**src/rtl/tdma_pkg.sv**
```systemverilog
package tdma_pkg;
   typedef enum logic {
      ENG_IDLE = 1'b0,
      ENG_RUN  = 1'b1
   } eng_state_t;
endpackage

```
**src/rtl/tdma_cmd_fifo.sv**
```systemverilog
module tdma_cmd_fifo #(
   parameter int W     = 8,
   parameter int DEPTH = 4
) (
   input  logic         clk,
   input  logic         rst_n,
   input  logic         push,
   input  logic [W-1:0] din,
   output logic         full,
   input  logic         pop,
   output logic [W-1:0] dout,
   output logic         empty
);
   localparam int PW = $clog2(DEPTH);
   localparam int CW = PW + 1;

   if (DEPTH < 2 || (DEPTH & (DEPTH - 1)) != 0) begin : g_bad_depth
      $error("tdma_cmd_fifo: DEPTH must be a power of two >= 2");
   end

   logic [W-1:0]  slot [DEPTH];
   logic [PW-1:0] wp, rp;
   logic [CW-1:0] cnt;

   assign full  = (cnt == CW'(DEPTH));
   assign empty = (cnt == '0);
   assign dout  = slot[rp];

   always_ff @(posedge clk) begin
      if (push && !full) slot[wp] <= din;
   end

   always_ff @(posedge clk) begin
      if (!rst_n) begin
         wp  <= '0;
         rp  <= '0;
         cnt <= '0;
      end else begin
         if (push && !full) wp <= wp + 1'b1;
         if (pop && !empty) rp <= rp + 1'b1;
         cnt <= cnt + CW'(push && !full) - CW'(pop && !empty);
      end
   end

   a_r7_no_overflow: assert property (@(posedge clk) disable iff (!rst_n)
      cnt <= CW'(DEPTH));
   a_r7_full_blocks: assert property (@(posedge clk) disable iff (!rst_n)
      (full && !pop) |=> full);
endmodule

```
**src/rtl/tdma_addr_gen.sv**
```systemverilog
module tdma_addr_gen
   import tdma_pkg::*;
#(
   parameter int AW  = 10,
   parameter int LW  = 8,
   parameter int IDW = 4
) (
   input  logic           clk,
   input  logic           rst_n,
   input  logic           cmd_avail,
   input  logic           c_2d,
   input  logic [AW-1:0]  c_src,
   input  logic [AW-1:0]  c_dst,
   input  logic [LW-1:0]  c_len,
   input  logic [LW-1:0]  c_line,
   input  logic [AW-1:0]  c_stride,
   input  logic [IDW-1:0] c_id,
   output logic           pop,
   output logic           rd_en,
   output logic [AW-1:0]  rd_addr,
   output logic [AW-1:0]  out_dst,
   output logic           out_last,
   output logic [IDW-1:0] out_id
);
   eng_state_t     st;
   logic [AW-1:0]  base, dst, pitch;
   logic [LW-1:0]  col, row, rem;
   logic [IDW-1:0] id;

   assign pop      = (st == ENG_IDLE) && cmd_avail;
   assign rd_en    = (st == ENG_RUN);
   assign rd_addr  = base + AW'(col);
   assign out_dst  = dst;
   assign out_last = (rem == LW'(1));
   assign out_id   = id;

   always_ff @(posedge clk) begin
      if (!rst_n) begin
         st    <= ENG_IDLE;
         base  <= '0;
         dst   <= '0;
         pitch <= '0;
         col   <= '0;
         row   <= '0;
         rem   <= '0;
         id    <= '0;
      end else if (pop) begin
         if (c_len != '0) begin
            st    <= ENG_RUN;
            base  <= c_src;
            dst   <= c_dst;
            pitch <= c_stride;
            col   <= '0;
            row   <= (c_2d && c_line != '0) ? c_line : c_len;
            rem   <= c_len;
            id    <= c_id;
         end
      end else if (st == ENG_RUN) begin
         dst <= dst + 1'b1;
         rem <= rem - 1'b1;
         if (rem == LW'(1)) st <= ENG_IDLE;
         if (col == row - 1'b1) begin
            col  <= '0;
            base <= base + pitch;
         end else begin
            col <= col + 1'b1;
         end
      end
   end

   a_r2_col_in_row: assert property (@(posedge clk) disable iff (!rst_n)
      (st == ENG_RUN) |-> (col < row));
   a_r1_rem_live: assert property (@(posedge clk) disable iff (!rst_n)
      (st == ENG_RUN) |-> (rem != '0));
endmodule

```
**src/rtl/tdma_id_track.sv**
```systemverilog
module tdma_id_track #(
   parameter int IDW   = 4,
   parameter int CNT_W = 4
) (
   input  logic           clk,
   input  logic           rst_n,
   input  logic           accept,
   input  logic           merge,
   input  logic           nonzero,
   input  logic           dec,
   input  logic [IDW-1:0] dec_id,
   input  logic [IDW-1:0] query_id,
   output logic [IDW-1:0] assign_id,
   output logic           query_done
);
   localparam int NID = 1 << IDW;

   logic [IDW-1:0]   next_id, last_id;
   logic [CNT_W-1:0] cnt [NID];

   assign assign_id  = merge ? last_id : next_id;
   assign query_done = (cnt[query_id] == '0);

   always_ff @(posedge clk) begin
      if (!rst_n) begin
         next_id <= '0;
         last_id <= '0;
      end else if (accept) begin
         last_id <= assign_id;
         if (!merge) next_id <= next_id + 1'b1;
      end
   end

   for (genvar i = 0; i < NID; i++) begin : g_cnt
      logic inc_i, dec_i;
      assign inc_i = accept && nonzero && (assign_id == IDW'(i));
      assign dec_i = dec && (dec_id == IDW'(i));

      always_ff @(posedge clk) begin
         if (!rst_n) cnt[i] <= '0;
         else        cnt[i] <= cnt[i] + CNT_W'(inc_i) - CNT_W'(dec_i);
      end

      a_r5_no_underflow: assert property (@(posedge clk) disable iff (!rst_n)
         dec_i |-> (cnt[i] != '0));
      a_r5_no_saturate: assert property (@(posedge clk) disable iff (!rst_n)
         (inc_i && !dec_i) |-> (cnt[i] != '1));
   end
endmodule

```
**src/rtl/tile_dma.sv**
```systemverilog
module tile_dma #(
   parameter int AW    = 10,
   parameter int DW    = 32,
   parameter int LW    = 8,
   parameter int IDW   = 4,
   parameter int DEPTH = 4
) (
   input  logic           clk,
   input  logic           rst_n,
   input  logic           cmd_valid,
   output logic           cmd_ready,
   input  logic           cmd_2d,
   input  logic           cmd_merge,
   input  logic [AW-1:0]  cmd_src,
   input  logic [AW-1:0]  cmd_dst,
   input  logic [LW-1:0]  cmd_len,
   input  logic [LW-1:0]  cmd_line,
   input  logic [AW-1:0]  cmd_stride,
   output logic [IDW-1:0] cmd_id,
   input  logic [IDW-1:0] wait_id,
   output logic           wait_done,
   output logic           src_rd_en,
   output logic [AW-1:0]  src_addr,
   input  logic [DW-1:0]  src_rdata,
   output logic           dst_wr_en,
   output logic [AW-1:0]  dst_addr,
   output logic [DW-1:0]  dst_wdata
);
   localparam int CMD_W = 1 + 3*AW - AW + 2*LW + AW + IDW;
   localparam int CNT_W = $clog2(DEPTH + 2) + 1;

   if (IDW < 2 || (1 << IDW) <= DEPTH + 1) begin : g_bad_idw
      $error("tile_dma: ticket space must exceed the commands in flight");
   end

   logic             full, empty, pop, accept;
   logic [CMD_W-1:0] q_in, q_out;
   logic             q_2d;
   logic [AW-1:0]    q_src, q_dst, q_stride;
   logic [LW-1:0]    q_len, q_line;
   logic [IDW-1:0]   q_id;
   logic             g_last;
   logic [AW-1:0]    g_dst;
   logic [IDW-1:0]   g_id;
   logic             wr_last_q;
   logic [IDW-1:0]   wr_id_q;

   assign cmd_ready = !full;
   assign accept    = cmd_valid && cmd_ready;
   assign q_in      = {cmd_2d, cmd_src, cmd_dst, cmd_len, cmd_line, cmd_stride, cmd_id};
   assign {q_2d, q_src, q_dst, q_len, q_line, q_stride, q_id} = q_out;

   tdma_id_track #(.IDW(IDW), .CNT_W(CNT_W)) u_ids (
      .clk, .rst_n,
      .accept     (accept),
      .merge      (cmd_merge),
      .nonzero    (cmd_len != '0),
      .dec        (dst_wr_en && wr_last_q),
      .dec_id     (wr_id_q),
      .query_id   (wait_id),
      .assign_id  (cmd_id),
      .query_done (wait_done)
   );

   tdma_cmd_fifo #(.W(CMD_W), .DEPTH(DEPTH)) u_q (
      .clk, .rst_n,
      .push  (accept),
      .din   (q_in),
      .full  (full),
      .pop   (pop),
      .dout  (q_out),
      .empty (empty)
   );

   tdma_addr_gen #(.AW(AW), .LW(LW), .IDW(IDW)) u_gen (
      .clk, .rst_n,
      .cmd_avail (!empty),
      .c_2d      (q_2d),
      .c_src     (q_src),
      .c_dst     (q_dst),
      .c_len     (q_len),
      .c_line    (q_line),
      .c_stride  (q_stride),
      .c_id      (q_id),
      .pop       (pop),
      .rd_en     (src_rd_en),
      .rd_addr   (src_addr),
      .out_dst   (g_dst),
      .out_last  (g_last),
      .out_id    (g_id)
   );

   always_ff @(posedge clk) begin
      if (!rst_n) begin
         dst_wr_en <= 1'b0;
         dst_addr  <= '0;
         wr_last_q <= 1'b0;
         wr_id_q   <= '0;
      end else begin
         dst_wr_en <= src_rd_en;
         dst_addr  <= g_dst;
         wr_last_q <= src_rd_en && g_last;
         wr_id_q   <= g_id;
      end
   end

   assign dst_wdata = src_rdata;

   a_r6_write_follows_read: assert property (@(posedge clk) disable iff (!rst_n)
      src_rd_en |=> dst_wr_en);
   a_r6_no_stray_write: assert property (@(posedge clk) disable iff (!rst_n)
      !src_rd_en |=> !dst_wr_en);
   a_r2_dst_linear: assert property (@(posedge clk) disable iff (!rst_n)
      (dst_wr_en && $past(dst_wr_en) && !$past(wr_last_q)) |->
         (dst_addr == $past(dst_addr) + 1'b1));
   a_r8_empty_cmd_no_access: assert property (@(posedge clk) disable iff (!rst_n)
      (pop && q_len == '0 && !src_rd_en) |=> !src_rd_en);
endmodule

```
**config.mk**
```make
export PLATFORM = sky130hd
export DESIGN_NAME = tile_dma
export DESIGN_NICKNAME = d
export VERILOG_FILES = /design/src/rtl/tdma_pkg.sv /design/src/rtl/tdma_cmd_fifo.sv /design/src/rtl/tdma_addr_gen.sv /design/src/rtl/tdma_id_track.sv /design/src/rtl/tile_dma.sv
export SDC_FILE = /design/constraint.sdc
export NUM_CORES = 1
export LEC_CHECK = 0
export ABC_AREA = 1
export BUFFER_PORTS_ARGS = -buffer_cell sky130_fd_sc_hd__buf_2
export CAP_MARGIN = 20
export CORE_UTILIZATION = 60
export CTS_BUF_LIST = sky130_fd_sc_hd__clkbuf_8
export DETAILED_ROUTE_END_ITERATION = 16
export HOLD_SLACK_MARGIN = 0.06
export PLACE_DENSITY = 0.8
export SLEW_MARGIN = 40
export SYNTH_ARGS = -nofsm -noshare
export SYNTH_HDL_FRONTEND = slang
export SYNTH_SLANG_ARGS = --single-unit
```
**constraint.sdc**
```tcl
create_clock -name clk -period 6.1 [get_ports clk]
set_input_delay 1.22 -clock clk [delete_from_list [all_inputs] [get_ports clk]]
set_output_delay 1.22 -clock clk [all_outputs]
set_load 0.01 [all_outputs]
```
# Word-level counts from Yosys, hierarchy flattened
# Memories as Yosys holds them, arrays and structs flattened. A register that Yosys moved wholly into a read port is not among the register bits.
# Index checks and enable logic that the tools add are counted.
[word_totals]
reg_bits = 90
ram_bits = 268
input_bits = 87
output_inout_bits = 60
elab_cells = 211
memories = 2
[mem_list]
columns = ["memory", "depth", "word_bits", "rd", "rd_ports_with_merged_regs", "wr", "line_no", "source"]
rows = [
  ["u_q.slot", 4, 51, 1, 1, 1, "tdma_cmd_fifo.sv:21", "logic [W-1:0] slot [DEPTH];"],
  ["u_ids.cnt", 16, 4, 17, 0, 16, "tdma_id_track.sv:19", "logic [CNT_W-1:0] cnt [NID];"],
]
[classes]
addsub = 43
n_eq_ne = 34
muxes = 42
n_bitwise = 18
reduce_logical = 55
[ops]
columns = ["cell", "count"]
rows = [
  ["$mux W10", 7],
  ["$mux W4", 17],
  ["$add A4 B1 Y4", 16],
  ["$eq A4 B4 Y1 const B", 16],
  ["$mux W8", 8],
  ["$sub A4 B1 Y4", 16],
  ["$logic_and A1 B1 Y1", 40],
  ["$eq A4 B3 Y1 const B", 8],
  ["$reduce_bool A8 Y1", 3],
  ["$eq A4 B2 Y1 const B", 4],
  ["$or A1 B1 Y1", 16],
  ["$sub A8 B1 Y8 const B", 2],
  ["$logic_not A4 Y1", 3],
  ["$add A10 B1 Y10 const B", 1],
  ["$add A10 B10 Y10", 1],
  ["$add A10 B8 Y10", 1],
  ["$add A8 B1 Y8 const B", 1],
  ["$eq A4 B1 Y1 const B", 2],
  ["$eq A8 B1 Y1 const B", 1],
  ["$eq A8 B8 Y1", 1],
  ["$mux W1", 8],
  ["$reduce_and A2 Y1", 3],
  ["$add A2 B1 Y2 const B", 2],
  ["$add A4 B1 Y4 const B", 1],
  ["other kinds (10)", 14],
]

# Depth between registers and ports, before layout
[logic_depth]
ltp_word = 8
depth_mapped = 16
mapped_depth_nobuf = 15

# Cells and area by module
# From an unflattened synthesis, not the netlist that was laid out.
[hier_totals]
hier_cells = 1872
area_unflattened_um2 = 17429.2
[by_module_without_submodules]
columns = ["module", "n_inst", "cells_each", "area_per_inst_um2", "seq_area_each_um2"]
rows = [
  ["tdma_cmd_fifo", 1, 563, 8082.8, 6306.0],
  ["tdma_id_track", 1, 612, 4662.0, 1441.4],
  ["tdma_addr_gen", 1, 595, 3913.8, 1181.1],
  ["tile_dma", 1, 102, 770.7, 320.3],
]

# Least setup slack after synthesis
# OpenSTA, ideal clock, no wires.
[synth_timing]
path_kind = "input -> register"
startpoint = "input port cmd_valid"
endpoint = "memory u_q.slot[0][0] in the netlist's numbering, enable pin"
setup_time_ns = 0.460
arrival_time_ns = 3.697
required_ns = 5.640
slack_ns = 1.943
cell_stages = 3
n_path_buf = 1
cell_sequence = "nand2_1 -> clkbuf_1 -> nor2_1"
[synth_via]
elab_chain_cells = 4
[synth_rtl]
columns = ["element", "line_no", "source"]
rows = [
  ["start, declared", "tile_dma.sv:10", "input logic cmd_valid,"],
  ["$logic_and A1 B1 Y1", "tile_dma.sv:49", "assign accept = cmd_valid && cmd_ready;"],
  ["$logic_and A1 B1 Y1", "tdma_cmd_fifo.sv:30", "if (push && !full) slot[wp] <= din;"],
  ["$mux W1", "tdma_cmd_fifo.sv:30", ""],
  ["$mux W1 (not written as such)", "tdma_cmd_fifo.sv:30", ""],
  ["end, declared", "tdma_cmd_fifo.sv:21", ""],
]
# No other way between the ends.

# Worst setup path after layout
[layout_timing]
startpoint = "input port wait_id[0]"
endpoint = "output port wait_done"
[layout_via]
elab_chain_cells = 2
[layout_rtl]
columns = ["element", "line_no", "source"]
rows = [
  ["start, declared", "tile_dma.sv:20", "input logic [IDW-1:0] wait_id,"],
  ["$mem_v2 Z16 W4", "--", ""],
  ["$logic_not A4 Y1", "tdma_id_track.sv:22", "assign query_done = (cnt[query_id] == '0);"],
  ["end, declared", "tile_dma.sv:21", "output logic wait_done,"],
]
# No other way between the ends.

==> qor.yml <==
grt_use_total_pct: 27.1
status: "completed"
antenna_found_initial: 6
fin_setup_tns_ns: 0
yosysWarnings: 0
cts_root_buf: "clkbuf_8"
hold_viol: 0
path_delay_family: "buffers and inverters"
rows: 61
clkTransAtPathRegs_ns: 0.06
synthTopCellsByArea: "edfxtp_1 (35%), dfxtp_1 (18%), ha_1 (6.7%), nand2_1 (6.3%), nor2_1 (5.9%)"
avgSynthCellArea_sq_um: 9.24
p_leak_nw: 8.18
dieHeight_microns: 172
max-clock-path-buffers: 3
area_growth_pct: 9.50
endpoint_kind: "primary output"
yosysTopAreaCell: "edfxtp_1"
pin_count: 147
grt_util_met3_pct: 5.20
grt_pass1_wl_mm: 61.9
timing.final.crit_share_pct: 66.2
vias_per_cell: 5.54
tightest_slew_ns: 0.847
nets: 2119
postCtsSetupRepairBufs: 0
yosys-top-cells-count: "nand2_1 (289), nor2_1 (271), inv_1 (216)"
fill_cells: 2185
dp_hpwl_mm: 25.2
wl_per_cell_microns: 16.5
synth-main-ff-cell: "edfxtp_1"
required_ns: 4.88
cts_sinks: 360
slew_viol_final: 0
powerDensity_nw_per_um2: 411
cp_slowest_cell: "buf_2"
die_w_microns: 172
slew_headroom_pct: 43.5
clock_latency_ns: 0.61
syn_area_sq_um: 17300
yosysTopAreaCellShare_pct: 35.4
worstPathArrival_ns: 2.82
multiInputGateArea_sq_um: 6670
dp_slack_ns: 2.10
coreArea_sq_um: 28100
initial_core_util_pct: 61.6
io_buffers: 82
crit_path_frequent_cell: "nand2_1"
yosys.cell_count.top_type: "nand2_1"
fin_skew_ns: 0.0234
grt_max_degree: 87
ys_ff_latch: 360
grt_pass1_vias: 12800
use_met1_pct: 32.3
layout_setup_ws_ns: 2.06
max_freq_ghz: 0.248
place_congestion: 0.927
hp-class: "reg2reg"
synth_cell_type_count: 40
seq_area_sq_um: 9250
crit_path_cell_trace: "buf_2 > inv_1 > o211ai_1 > nand2_1 > nor2_1 > o21ai_0 > nand2_1 > nand2_1 > o21ai_0 > buf_2"
drv_cap: 0
use_met2_pct: 46.7
rsz0062_at_grt: "false"
crit_start: "wait_id[0]"
h-tree-depth: 2
vias: 13000
hold_buffers: 0
first_iter_violations: 999
yosysSeqAreaShare_pct: 53.5
synthArstFlopShare_pct: 0
syn_nets: 2071
critPathMaxFanout: 34
wirelength_mm: 38.8
post-route-min-period_ns: 4.04
r2r_start: "u_q.cnt[1]$_SDFF_PN0_"
r2r_slack_ns: 3.10
drtAntennaViolNets: 0
firstDrtPassIters: 5
overflow: 0
cts_tree: "built"
netlist_instances: 1872
hp-start: "u_gen.out_id[1]$_SDFFE_PN0P_"
top_usage_layer: "met2"
critPathLaunchType: "input pin"
drive_gt1_share_pct: 10.5
cts_buffers: 54
die_area_sq_um: 29500
setup_viol: 0
ctsResizeCount: 0
drcViolationCount: 0
ir_drop_mv: 0.337
synth_edf_count: 204
worst-path-buf-inv: 3
cpPeakStageDelay_ns: 0.44
path_class: "in2out"
## sequential cells by signal, indices dropped and copies added (netlist names), 3 cells and up, named ones only
register / flops
u_q.slot: 204
u_ids.cnt: 64
dst_addr: 10
u_gen.base: 10
u_gen.out_dst: 10
u_gen.pitch: 10
u_gen.col: 8
u_gen.rem: 8
u_gen.row: 8
u_gen.out_id: 4
u_ids.last_id: 4
u_ids.next_id: 4
wr_id_q: 4
u_q.cnt: 3
## through the flow
stage	total power, W	hold slack [ns]	cell area [sq um]	util (%)	cells
floorplan	0.00508	0.404	17300	-	1872
global placement	0.00563	0.415	17700	63.1	2239
detailed placement	0.00572	0.418	17700	63.2	2240
CTS	0.00781	0.429	18900	67.3	2340
global route	0.00828	0.451	18900	67.4	2342
finish	0.00780	0.424	18900	67.5	2344
## placed cells by master (no fill, tap or decap), types with 4 or more instances in the layout
| cell type | count |
|---|---|
| fa_1 | 19 |
| nor2_1 | 267 |
| o311ai_0 | 4 |
| o22ai_1 | 14 |
| nor2_4 | 4 |
| buf_2 | 81 |
| nand2_2 | 5 |
| o221ai_1 | 7 |
| nand3_1 | 95 |
| xnor2_1 | 20 |
| a31oi_1 | 17 |
| clkinv_2 | 13 |
| a21oi_1 | 94 |
| inv_1 | 227 |
| inv_2 | 5 |
| buf_4 | 11 |
| a211oi_1 | 5 |
| dfxtp_1 | 154 |
| ha_1 | 93 |
| nand4_1 | 13 |
| nand2_1 | 289 |
| or2_2 | 4 |
| edfxtp_1 | 204 |
| a21o_1 | 6 |
| o21a_1 | 5 |
| clkbuf_8 | 66 |
| xor2_1 | 30 |
| o211ai_1 | 8 |
| o21ai_0 | 166 |
## routing by layer
metal,share of wire [%],vias to the layer above
li1,-,6304
met1,40,6110
met2,48,448
met3,7.0,121
met4,4.3,6
met5,0.095,-
## area by class of cell
class | count | share of cell area (%)
antenna | 2 | 0.0264
clock buffer | 66 | 4.79
clock inverter | 34 | 1.30
inverter | 221 | 4.38
multi-input combinational | 1187 | 35.2
sequential | 360 | 48.8
tap | 378 | 2.50
timing repair buffer | 96 | 2.94
## power breakdown
part / internal [W] / switching [W] / total [W]
Sequential: 0.00293 / 0.000230 / 0.00316
Clock: 0.00112 / 0.000956 / 0.00207
Combinational: 0.000791 / 0.00178 / 0.00257
## tightest hold or removal path, cell delays in order, from the launching register on
cell and delay [ns]:
dfxtp_1 0.31, nand2_1 0.05, inv_1 0.03
## cell families (layout without fill, tap and decap cells)
group,Yosys count,in the layout,synth area share (%)
AOI/OAI and AO/OA,336,336,10.7
and+or+nand+nor,686,686,16.0
buffers and inverters,325,417,8.21
muxes,3,3,0.174
adders and majority gates,112,112,8.92
xor gates and xnor gates,50,50,2.53
other,0,2,0
DFF,360,360,53.5
## final timing paths
check                                                   to  depth (start not counted)
worst max-delay path                             wait_done                         10
worst min-delay path                 wr_id_q[1]$_SDFF_PN0_                          2
worst max register to register  u_ids.cnt[6][2]$_SDFF_PN0_                         11
worst min register to register       wr_id_q[1]$_SDFF_PN0_                          2
No activity file was read; power rests on OpenSTA's default activity.
